<file path="src/rtl/qrb_pkg.sv">
package qrb_pkg;

    localparam int CODE_W = 3;

    typedef enum logic [1:0] {
        S_WAIT_FRAME = 2'd0,
        S_IN_FRAME   = 2'd1,
        S_FRAME_DONE = 2'd2
    } qrb_state_e;

    // bit 2: forcing active, bit 1: 1 = MSB / 0 = LSB, bit 0: forced value
    function automatic logic code_active(input logic [CODE_W-1:0] c);
        return c[2];
    endfunction

    function automatic logic code_hits_msb(input logic [CODE_W-1:0] c);
        return c[1];
    endfunction

    function automatic logic code_value(input logic [CODE_W-1:0] c);
        return c[0];
    endfunction

endpackage

</file>
<file path="src/rtl/qrb_frame_fsm.sv">
module qrb_frame_fsm
    import qrb_pkg::*;
#(
    parameter int BASE_CH   = 32,
    parameter int NUM_RATES = 4,
    parameter int NUM_Q     = 4
) (
    input  logic                          clk,
    input  logic                          rst_n,
    input  logic                          frame_start,
    input  logic                          in_valid,
    input  logic [$clog2(NUM_RATES)-1:0]  rate_sel,
    input  logic [NUM_Q*CODE_W-1:0]       quad_ctrl,
    input  logic                          ber_en,
    output logic [$clog2(BASE_CH)+NUM_RATES-2:0] eff_ch,
    output logic [$clog2(NUM_RATES)-1:0]  eff_rate,
    output logic [NUM_Q*CODE_W-1:0]       eff_ctrl,
    output logic                          eff_ber,
    output logic                          force_ok,
    output qrb_state_e                    st_q,
    output logic [$clog2(BASE_CH)+NUM_RATES-2:0] cnt_q,
    output logic [NUM_Q*CODE_W-1:0]       ctrl_q
);

    localparam int CNT_W  = $clog2(BASE_CH) + NUM_RATES - 1;
    localparam int RATE_W = $clog2(NUM_RATES);
    localparam int CTRL_W = NUM_Q * CODE_W;

    qrb_state_e         st_d;
    logic [CNT_W-1:0]   cnt_d;
    logic [RATE_W-1:0]  rate_q;
    logic               ber_q;
    logic [CNT_W-1:0]   last_ch;
    logic               take_last;

    // state register and frame-start configuration capture
    always_ff @(posedge clk or negedge rst_n) begin
        if (!rst_n) begin
            st_q   <= S_WAIT_FRAME;
            cnt_q  <= '0;
            rate_q <= '0;
            ctrl_q <= '0;
            ber_q  <= 1'b0;
        end else begin
            st_q  <= st_d;
            cnt_q <= cnt_d;
            if (frame_start) begin
                rate_q <= rate_sel;
                ctrl_q <= quad_ctrl;
                ber_q  <= ber_en;
            end
        end
    end

    assign last_ch   = CNT_W'((BASE_CH << rate_q) - 1);
    assign take_last = in_valid && (cnt_q == last_ch);

    // next state and channel count
    always_comb begin
        st_d  = st_q;
        cnt_d = cnt_q;
        unique case (st_q)
            S_WAIT_FRAME: begin
                if (frame_start) begin
                    st_d  = S_IN_FRAME;
                    cnt_d = CNT_W'(in_valid);
                end
            end
            S_IN_FRAME: begin
                if (frame_start) begin
                    cnt_d = CNT_W'(in_valid);
                end else if (take_last) begin
                    st_d = S_FRAME_DONE;
                end else if (in_valid) begin
                    cnt_d = cnt_q + 1'b1;
                end
            end
            S_FRAME_DONE: begin
                if (frame_start) begin
                    st_d  = S_IN_FRAME;
                    cnt_d = CNT_W'(in_valid);
                end
            end
            default: begin
                st_d  = S_WAIT_FRAME;
                cnt_d = '0;
            end
        endcase
    end

    // outputs: the values that govern the byte of this cycle
    always_comb begin
        eff_ch   = frame_start ? '0 : cnt_q;
        eff_rate = frame_start ? rate_sel : rate_q;
        eff_ctrl = frame_start ? quad_ctrl : ctrl_q;
        eff_ber  = frame_start ? ber_en : ber_q;
        force_ok = (frame_start || (st_q == S_IN_FRAME)) && !eff_ber;
    end

endmodule

</file>
<file path="src/rtl/qrb_quad_sel.sv">
module qrb_quad_sel
    import qrb_pkg::*;
#(
    parameter int BASE_CH   = 32,
    parameter int NUM_RATES = 4,
    parameter int NUM_Q     = 4
) (
    input  logic [$clog2(BASE_CH)+NUM_RATES-2:0] ch,
    input  logic [$clog2(NUM_RATES)-1:0]         rate,
    input  logic [NUM_Q*CODE_W-1:0]              ctrl,
    output logic [CODE_W-1:0]                    code
);

    localparam int Q_W        = $clog2(NUM_Q);
    localparam int BASE_SHIFT = $clog2(BASE_CH) - Q_W;

    logic [Q_W-1:0]    q_by_rate [NUM_RATES];
    logic [CODE_W-1:0] fields    [NUM_Q];
    logic [Q_W-1:0]    q_idx;

    // quadrant = top Q_W bits of the channel number for each rate
    for (genvar r = 0; r < NUM_RATES; r++) begin : g_rate
        assign q_by_rate[r] = ch[BASE_SHIFT + r +: Q_W];
    end

    for (genvar q = 0; q < NUM_Q; q++) begin : g_field
        assign fields[q] = ctrl[q*CODE_W +: CODE_W];
    end

    assign q_idx = q_by_rate[rate];
    assign code  = fields[q_idx];

endmodule

</file>
<file path="src/rtl/qrb_bit_force.sv">
module qrb_bit_force
    import qrb_pkg::*;
#(
    parameter int BYTE_W = 8
) (
    input  logic              enable,
    input  logic [CODE_W-1:0] code,
    input  logic [BYTE_W-1:0] din,
    output logic [BYTE_W-1:0] dout
);

    always_comb begin
        dout = din;
        if (enable && code_active(code)) begin
            if (code_hits_msb(code)) begin
                dout[BYTE_W-1] = code_value(code);
            end else begin
                dout[0] = code_value(code);
            end
        end
    end

endmodule

</file>
<file path="src/rtl/qrb_force_top.sv">
module qrb_force_top
    import qrb_pkg::*;
#(
    parameter int BASE_CH   = 32,
    parameter int NUM_RATES = 4,
    parameter int NUM_Q     = 4,
    parameter int BYTE_W    = 8
) (
    input  logic                          clk,
    input  logic                          rst_n,
    input  logic                          frame_start,
    input  logic [$clog2(NUM_RATES)-1:0]  rate_sel,
    input  logic [NUM_Q*CODE_W-1:0]       quad_ctrl,
    input  logic                          ber_en,
    input  logic                          in_valid,
    input  logic [BYTE_W-1:0]             in_data,
    output logic                          out_valid,
    output logic [BYTE_W-1:0]             out_data
);

    localparam int CNT_W  = $clog2(BASE_CH) + NUM_RATES - 1;
    localparam int RATE_W = $clog2(NUM_RATES);
    localparam int CTRL_W = NUM_Q * CODE_W;

    logic [CNT_W-1:0]  eff_ch;
    logic [RATE_W-1:0] eff_rate;
    logic [CTRL_W-1:0] eff_ctrl;
    logic              eff_ber;
    logic              force_ok;
    qrb_state_e        st_q;
    logic [CNT_W-1:0]  cnt_q;
    logic [CTRL_W-1:0] ctrl_q;
    logic [CODE_W-1:0] code;
    logic [BYTE_W-1:0] forced;

    qrb_frame_fsm #(
        .BASE_CH   (BASE_CH),
        .NUM_RATES (NUM_RATES),
        .NUM_Q     (NUM_Q)
    ) fsm_i (
        .clk         (clk),
        .rst_n       (rst_n),
        .frame_start (frame_start),
        .in_valid    (in_valid),
        .rate_sel    (rate_sel),
        .quad_ctrl   (quad_ctrl),
        .ber_en      (ber_en),
        .eff_ch      (eff_ch),
        .eff_rate    (eff_rate),
        .eff_ctrl    (eff_ctrl),
        .eff_ber     (eff_ber),
        .force_ok    (force_ok),
        .st_q        (st_q),
        .cnt_q       (cnt_q),
        .ctrl_q      (ctrl_q)
    );

    qrb_quad_sel #(
        .BASE_CH   (BASE_CH),
        .NUM_RATES (NUM_RATES),
        .NUM_Q     (NUM_Q)
    ) sel_i (
        .ch   (eff_ch),
        .rate (eff_rate),
        .ctrl (eff_ctrl),
        .code (code)
    );

    qrb_bit_force #(
        .BYTE_W (BYTE_W)
    ) frc_i (
        .enable (force_ok),
        .code   (code),
        .din    (in_data),
        .dout   (forced)
    );

    always_ff @(posedge clk or negedge rst_n) begin
        if (!rst_n) begin
            out_valid <= 1'b0;
            out_data  <= '0;
        end else begin
            out_valid <= in_valid;
            if (in_valid) begin
                out_data <= forced;
            end
        end
    end

endmodule

</file>
<file path="config.mk">
export PLATFORM = sky130hd
export DESIGN_NAME = qrb_force_top
export DESIGN_NICKNAME = d
export VERILOG_FILES = /design/src/rtl/qrb_pkg.sv /design/src/rtl/qrb_frame_fsm.sv /design/src/rtl/qrb_quad_sel.sv /design/src/rtl/qrb_bit_force.sv /design/src/rtl/qrb_force_top.sv
export SDC_FILE = /design/constraint.sdc
export NUM_CORES = 1
export LEC_CHECK = 0
export BUFFER_PORTS_ARGS = -buffer_cell sky130_fd_sc_hd__buf_2
export CAP_MARGIN = 20
export CORE_MARGIN = 4
export CORE_UTILIZATION = 40
export DETAILED_ROUTE_END_ITERATION = 8
export GPL_ROUTABILITY_DRIVEN = 0
export PLACE_DENSITY_LB_ADDON = 0.25
export SETUP_SLACK_MARGIN = 0.02
export SYNTH_ARGS = -nofsm -noshare
export SYNTH_HDL_FRONTEND = slang
export SYNTH_SLANG_ARGS = --single-unit
</file>
<file path="constraint.sdc">
create_clock -name clk -period 2.5 [get_ports clk]
set_input_delay 0.75 -clock clk [delete_from_list [all_inputs] [get_ports clk]]
set_output_delay 0.75 -clock clk [all_outputs]
set_load 0.01 [all_outputs]
</file>
=== Word level (Yosys, flattened, before mapping) ===
Index checks and enable logic that the tools add are counted.
Widths: inputs -> output; s select.

* Logic and storage cells: 54
* Register bits: 34

* Magnitude comparators: 2
* $add $sub $neg: 2
* Multiplexer cells: 23
* Bitwise operators: 2
* Shifts and indexed selects: 1
* Reduce and logical (&&, ||, !) cells: 9
* Eq/ne operators: 8

{| class="wikitable"
|+ Operator list
! operator !! number
|-
| $mux 8 || 5
|-
| $pmux 8 s2 || 1
|-
| $mux 12 || 1
|-
| $mux 2 || 6
|-
| $add 8x1->8 const B || 1
|-
| $eq 8x8->1 || 1
|-
| $shl 6x2->8 const A || 1
|-
| $sub 8x2->8 const B || 1
|-
| $bmux 3 s2 || 1
|-
| $ge 3x3->1 const B || 2
|-
| $mux 3 || 2
|-
| $ne 3x3->1 const B || 2
|-
| $not 2->3 || 2
|-
| $reduce_and 3->1 || 2
|-
| $mux 1 || 5
|-
| $bmux 2 s2 || 1
|-
| $ne 2x1->1 const B || 2
|-
| $pmux 2 s2 || 1
|-
| $logic_and 1x1->1 || 3
|-
| $eq 2x1->1 const B || 1
|-
| $eq 2x2->1 const B || 1
|-
| $logic_not 2->1 || 1
|-
| $ne 2x2->1 const B || 1
|-
| $reduce_or 2->1 || 1
|-
| 2 further kinds || 2
|}

=== Depth between registers and ports, before layout ===
* Depth after elaboration: 11
* Depth in mapped cells: 7
* Depth with buffers taken out: 6

=== Hierarchy ===
Synthesis repeated with hierarchy kept, for this count alone.

* Cells, all modules: 180
* Area, all modules: 1971.9 µm²

{| class="wikitable"
|+ Modules (own cells, without submodules)
! module !! cells each !! seq. area each (µm²) !! area an instance (µm²) !! times used
|-
| qrb_frame_fsm || 117 || 625.6 || 1238.7 || 1
|-
| qrb_force_top || 18 || 225.2 || 356.6 || 1
|-
| qrb_quad_sel || 35 || 0.0 || 292.8 || 1
|-
| qrb_bit_force || 10 || 0.0 || 83.8 || 1
|}

=== Worst setup path before layout ===
No wires, ideal clock.

* Kind: in2reg
* Start: input frame_start
* End: register out_data[0]
* Setup slack: 0.390 ns
* Buffers on the path: 1
* Setup time: 0.130 ns
* Arrival: 1.981 ns
* Cell stages on the path: 6
* Data required time: 2.370 ns
* Path through: buf_4 nor2b_1 a221oi_1 a211o_2 a211oi_2 o22ai_1

* Cells in the longest elaborated chain, start to end: 11

{| class="wikitable"
|+ RTL lines
! element !! RTL line !! text
|-
| start, declared || qrb_force_top.sv:11 || <nowiki>input logic frame_start,</nowiki>
|-
| $mux 2 || qrb_frame_fsm.sv:94 || <nowiki>eff_rate = frame_start ? rate_sel : rate_q;</nowiki>
|-
| $not 2->3 (implied by the code) || qrb_quad_sel.sv:30 || <nowiki>assign q_idx = q_by_rate[rate];</nowiki>
|-
| $bmux 2 s2 || qrb_quad_sel.sv:30 ||
|-
| $mux 2 (implied by the code) (2 in series) || qrb_quad_sel.sv:30 ||
|-
| $not 2->3 (implied by the code) || qrb_quad_sel.sv:31 || <nowiki>assign code = fields[q_idx];</nowiki>
|-
| $bmux 3 s2 || qrb_quad_sel.sv:31 ||
|-
| $mux 3 (implied by the code) (2 in series) || qrb_quad_sel.sv:31 ||
|-
| $mux 1 or $logic_and 1x1->1 (tied branches) || qrb_bit_force.sv:15, qrb_bit_force.sv:14 ||
|-
| $mux 1 (*) || qrb_bit_force.sv:14 || <nowiki>if (enable && code_active(code)) begin</nowiki>
|-
| end signal, assigned || qrb_force_top.sv:85 || <nowiki>out_data <= forced;</nowiki>
|-
| end, declared || qrb_force_top.sv:18 || <nowiki>output logic [BYTE_W-1:0] out_data</nowiki>
|}

Every way passes the cells marked *; elsewhere a longest branch is shown, timed or not. The select of a mux whose other input is x is not followed.
A chain may end at the register's enable or synchronous reset.

=== Worst setup path after layout ===
* Start: input frame_start
* End: register out_data[7]

Same word-level chain as after synthesis.

==> results.toml <==
[cts]
clk_latency_ns = 0.28
cts.path.max_buffers = 2
tritoncts = "built"
clock_sinks = 34
post_cts.resized_instances = 0
hold_buffers = 0
htreeDepth = 2
root_buffer = "sky130_fd_sc_hd__clkbuf_8"
cts_buffers = 5
cts_setup_buffers = 0
clkTransAtPathRegs_ns = 0.06

[flow_run]
max-cap-violations = 0

[sta]
grt_setup_unrepaired = "no"
fin_crit_ns = 2.146
fmax_mhz = 466.0
report.final.setup_viol = 0
timing.final.crit_share = 0.8584
worst-slew-pin-transition_ns = 0.7599
holdWs_ns = 0.5016
skew_ns = 0.006780
final.setup.tns_ns = 0
drv_slew = 0
finalHoldViolCount = 0
timing.max_slew.rel_slack = 0.4934

[floorplanning]
ioPinCount = 36
floorplan.rows = 24
fp.dieW_um = 77.27
dieHeight_um = 77.27
floorplan.die_area_mm2 = 0.005971
initial_core_util = 0.4261
fp.coreArea_mm2 = 0.004504

[logic_synthesis]
post_synth_instance_area_mm2 = 0.001919
yosysMostFrequentCell = "sky130_fd_sc_hd__dfrtp_1"
synth.avg_cell_area_um2 = 10.78
post_synth_xor_area_fraction = 0
postSynth.topFlopCell = "sky130_fd_sc_hd__dfrtp_1"
synth_commonest_cells = "sky130_fd_sc_hd__dfrtp_1, sky130_fd_sc_hd__nand2_1, sky130_fd_sc_hd__mux2_2"
combinational_family_with_the_most_area_after_synthesis = "compound AO/OA/AOI/OAI gates"
syn_nets = 206
number_of_enable_flip_flop_cells_after_synthesis = 0
netlist.top_cell.by_area = "sky130_fd_sc_hd__dfrtp_1"
synth_compound_gate_area_share = 0.2086
synth_simple_gate_area_share = 0.1356
synth.area.mux_share = 0.1525
synth_top_area_share = 0.4433
synthCells = 178
yosysWarningCount = 0
synth_seq_cells = 34
synth.distinct_cells = 49
ys_async_sr_fraction = 1.000
yosysSeqAreaShare = 0.4433
ys_top_cells_by_area = "sky130_fd_sc_hd__dfrtp_1, sky130_fd_sc_hd__mux2_2, sky130_fd_sc_hd__nand2_1, sky130_fd_sc_hd__mux2i_1, sky130_fd_sc_hd__nand2b_1"
synth-adder-area-share = 0.006519

[critical_path]
worst_setup_path_end_kind = "flop"
critPathLaunchType = "primary input"
timing.reg2reg.worst_path_depth = 5
arrival_ns = 2.30
cp.required_ns = 2.66
r2r_setup_slack_ns = 0.40
reg2reg_from = "fsm_i.rate_q[0]$_DFF_PN0_"
crit_start = "frame_start"
kind_of_critical_path = "in2reg"
critical_path.reg2reg.endpoint = "out_data[7]$_DFFE_PN0P_"
critical_path.endpoint = "out_data[7]$_DFFE_PN0P_"
critPathMaxFanout = 12

[finish]
post_route_cells_drive_above_1_share = 0.3442
syn2layout_area_growth_pct = 16.43
fin_nets = 244
final_cell_area_mm2 = 0.002235
antennaDiodeCount = 0

[detailed_routing]
routed_wire_length_per_instance_um = 14.45
vias = 1472
drc_errors = 0
drtAntennaViolNets = 0
postRouteWirelength_mm = 3.858
firstDrtPassIters = 4
drtIter0Drc = 90
drt-vias-per-instance = 5.513

[outcome]
outcome = "finished, final reports clean"

[grt]
grt_pass1_vias = 1472
grt.overflow.total = 0
global_route_wire_length_before_repair_mm = 6.817
pin_count_of_the_biggest_net_entering_global_routing = 35
grt_antenna_before_repair = 0
grt_usage = 0.1439

[power]
leakagePower_nw = 0.9739
vdd.ir_drop.worst_mv = 0.4183
finalPower_mw = 1.202
power.density_cell_area_mw_per_mm2 = 537.9

[place]
detailed_place_hpwl_mm = 2.892
buffer_ports.inserted = 35
total_placed_instance_area_mm2 = 0.002152

[worst_hold_path]
hold_path_class = "reg2reg"
## cell type report
class	count	area (µm²)
fillers	422	2270
multi-input cells	123	965.9
flip-flops and latches	34	850.8
repair buffers	40	225.2
clock buffers	6	82.58
well taps	52	65.06
inverters	12	45.04
## logic make-up after synthesis
kind of cell,after synthesis
AND/OR/NAND/NOR,50
AO/OA/AOI/OAI,48
flip-flops,34
multiplexers,24
buffers and inverters,21
adder cells (fa/ha/maj),1
## power by group
group | total (mW) | switching (mW) | internal, mW
clock | 0.395 | 0.183 | 0.212
combinational | 0.188 | 0.0969 | 0.0910
sequential | 0.619 | 0.0261 | 0.593
## layout by cell type, fill, tap and decap left out, types with 2 or more instances in the layout
master / instances
sky130_fd_sc_hd__nand2b_1: 9
sky130_fd_sc_hd__o221ai_1: 2
sky130_fd_sc_hd__mux2_2: 14
sky130_fd_sc_hd__nor2_1: 5
sky130_fd_sc_hd__a21oi_1: 5
sky130_fd_sc_hd__mux2i_1: 6
sky130_fd_sc_hd__mux4_2: 2
sky130_fd_sc_hd__o211ai_1: 4
sky130_fd_sc_hd__buf_4: 4
sky130_fd_sc_hd__nand2_1: 17
sky130_fd_sc_hd__nand4_1: 2
sky130_fd_sc_hd__o22ai_1: 3
sky130_fd_sc_hd__and3_1: 2
sky130_fd_sc_hd__buf_2: 35
sky130_fd_sc_hd__a221oi_1: 3
sky130_fd_sc_hd__dfrtp_1: 34
sky130_fd_sc_hd__clkbuf_8: 6
sky130_fd_sc_hd__inv_1: 12
sky130_fd_sc_hd__a31oi_1: 2
sky130_fd_sc_hd__a211oi_2: 2
sky130_fd_sc_hd__nor2b_1: 2
sky130_fd_sc_hd__a211oi_1: 3
sky130_fd_sc_hd__a21boi_0: 2
sky130_fd_sc_hd__nand3_1: 6
sky130_fd_sc_hd__mux2_4: 2
sky130_fd_sc_hd__o21ai_0: 8
## how the worst min path moves through the flow
stage	start	end	slack, ns	depth (start not counted)
2_1_floorplan	rst_n	fsm_i.ber_q$_DFF_PN0_	0.45	0
3_3_place_gp	out_data[6]$_DFFE_PN0P_	out_data[6]$_DFFE_PN0P_	0.49	1
3_5_place_dp	out_data[1]$_DFFE_PN0P_	out_data[1]$_DFFE_PN0P_	0.49	1
4_1_cts	out_data[5]$_DFFE_PN0P_	out_data[5]$_DFFE_PN0P_	0.51	1
5_1_grt	fsm_i.ctrl_q[8]$_DFF_PN0_	fsm_i.ctrl_q[8]$_DFF_PN0_	0.52	1
6_report	out_data[5]$_DFFE_PN0P_	out_data[5]$_DFFE_PN0P_	0.50	1
## state kept, by name, indices dropped and copies added, names as in the netlist
signal,flops
fsm_i.cnt_q,8
out_valid,1
fsm_i.st_q,2
out_data,8
fsm_i.rate_q,2
fsm_i.ctrl_q,12
fsm_i.ber_q,1
## worst max-delay path: stages
cell,delay (ns)
sky130_fd_sc_hd__buf_2,0.22
sky130_fd_sc_hd__nand2b_1,0.18
sky130_fd_sc_hd__o22a_1,0.31
sky130_fd_sc_hd__mux4_2,0.57
sky130_fd_sc_hd__a211oi_2,0.16
sky130_fd_sc_hd__o22ai_1,0.10
## through the flow
step / setup WS [ns] / utilization / instances
finish: 0.3539 / 0.4961 / 267
detailed placement: 0.06380 / 0.4778 / 261
floorplan: 0.3899 / - / 178
global placement: 0.1049 / 0.4778 / 261
global route: 0.2489 / 0.4961 / 267
CTS: 0.3511 / 0.4961 / 267
## routing by layer
metal	routed length, µm	global-route usage	part of all wire	up-vias
li1	-	-	-	732
met1	1845	0.1918	0.48	695
met2	1697	0.2159	0.44	39
met3	260	0.05152	0.067	6
met4	55	0.04804	0.014	0
met5	0	0	0	-
No activity file was read; power rests on OpenSTA's default activity.
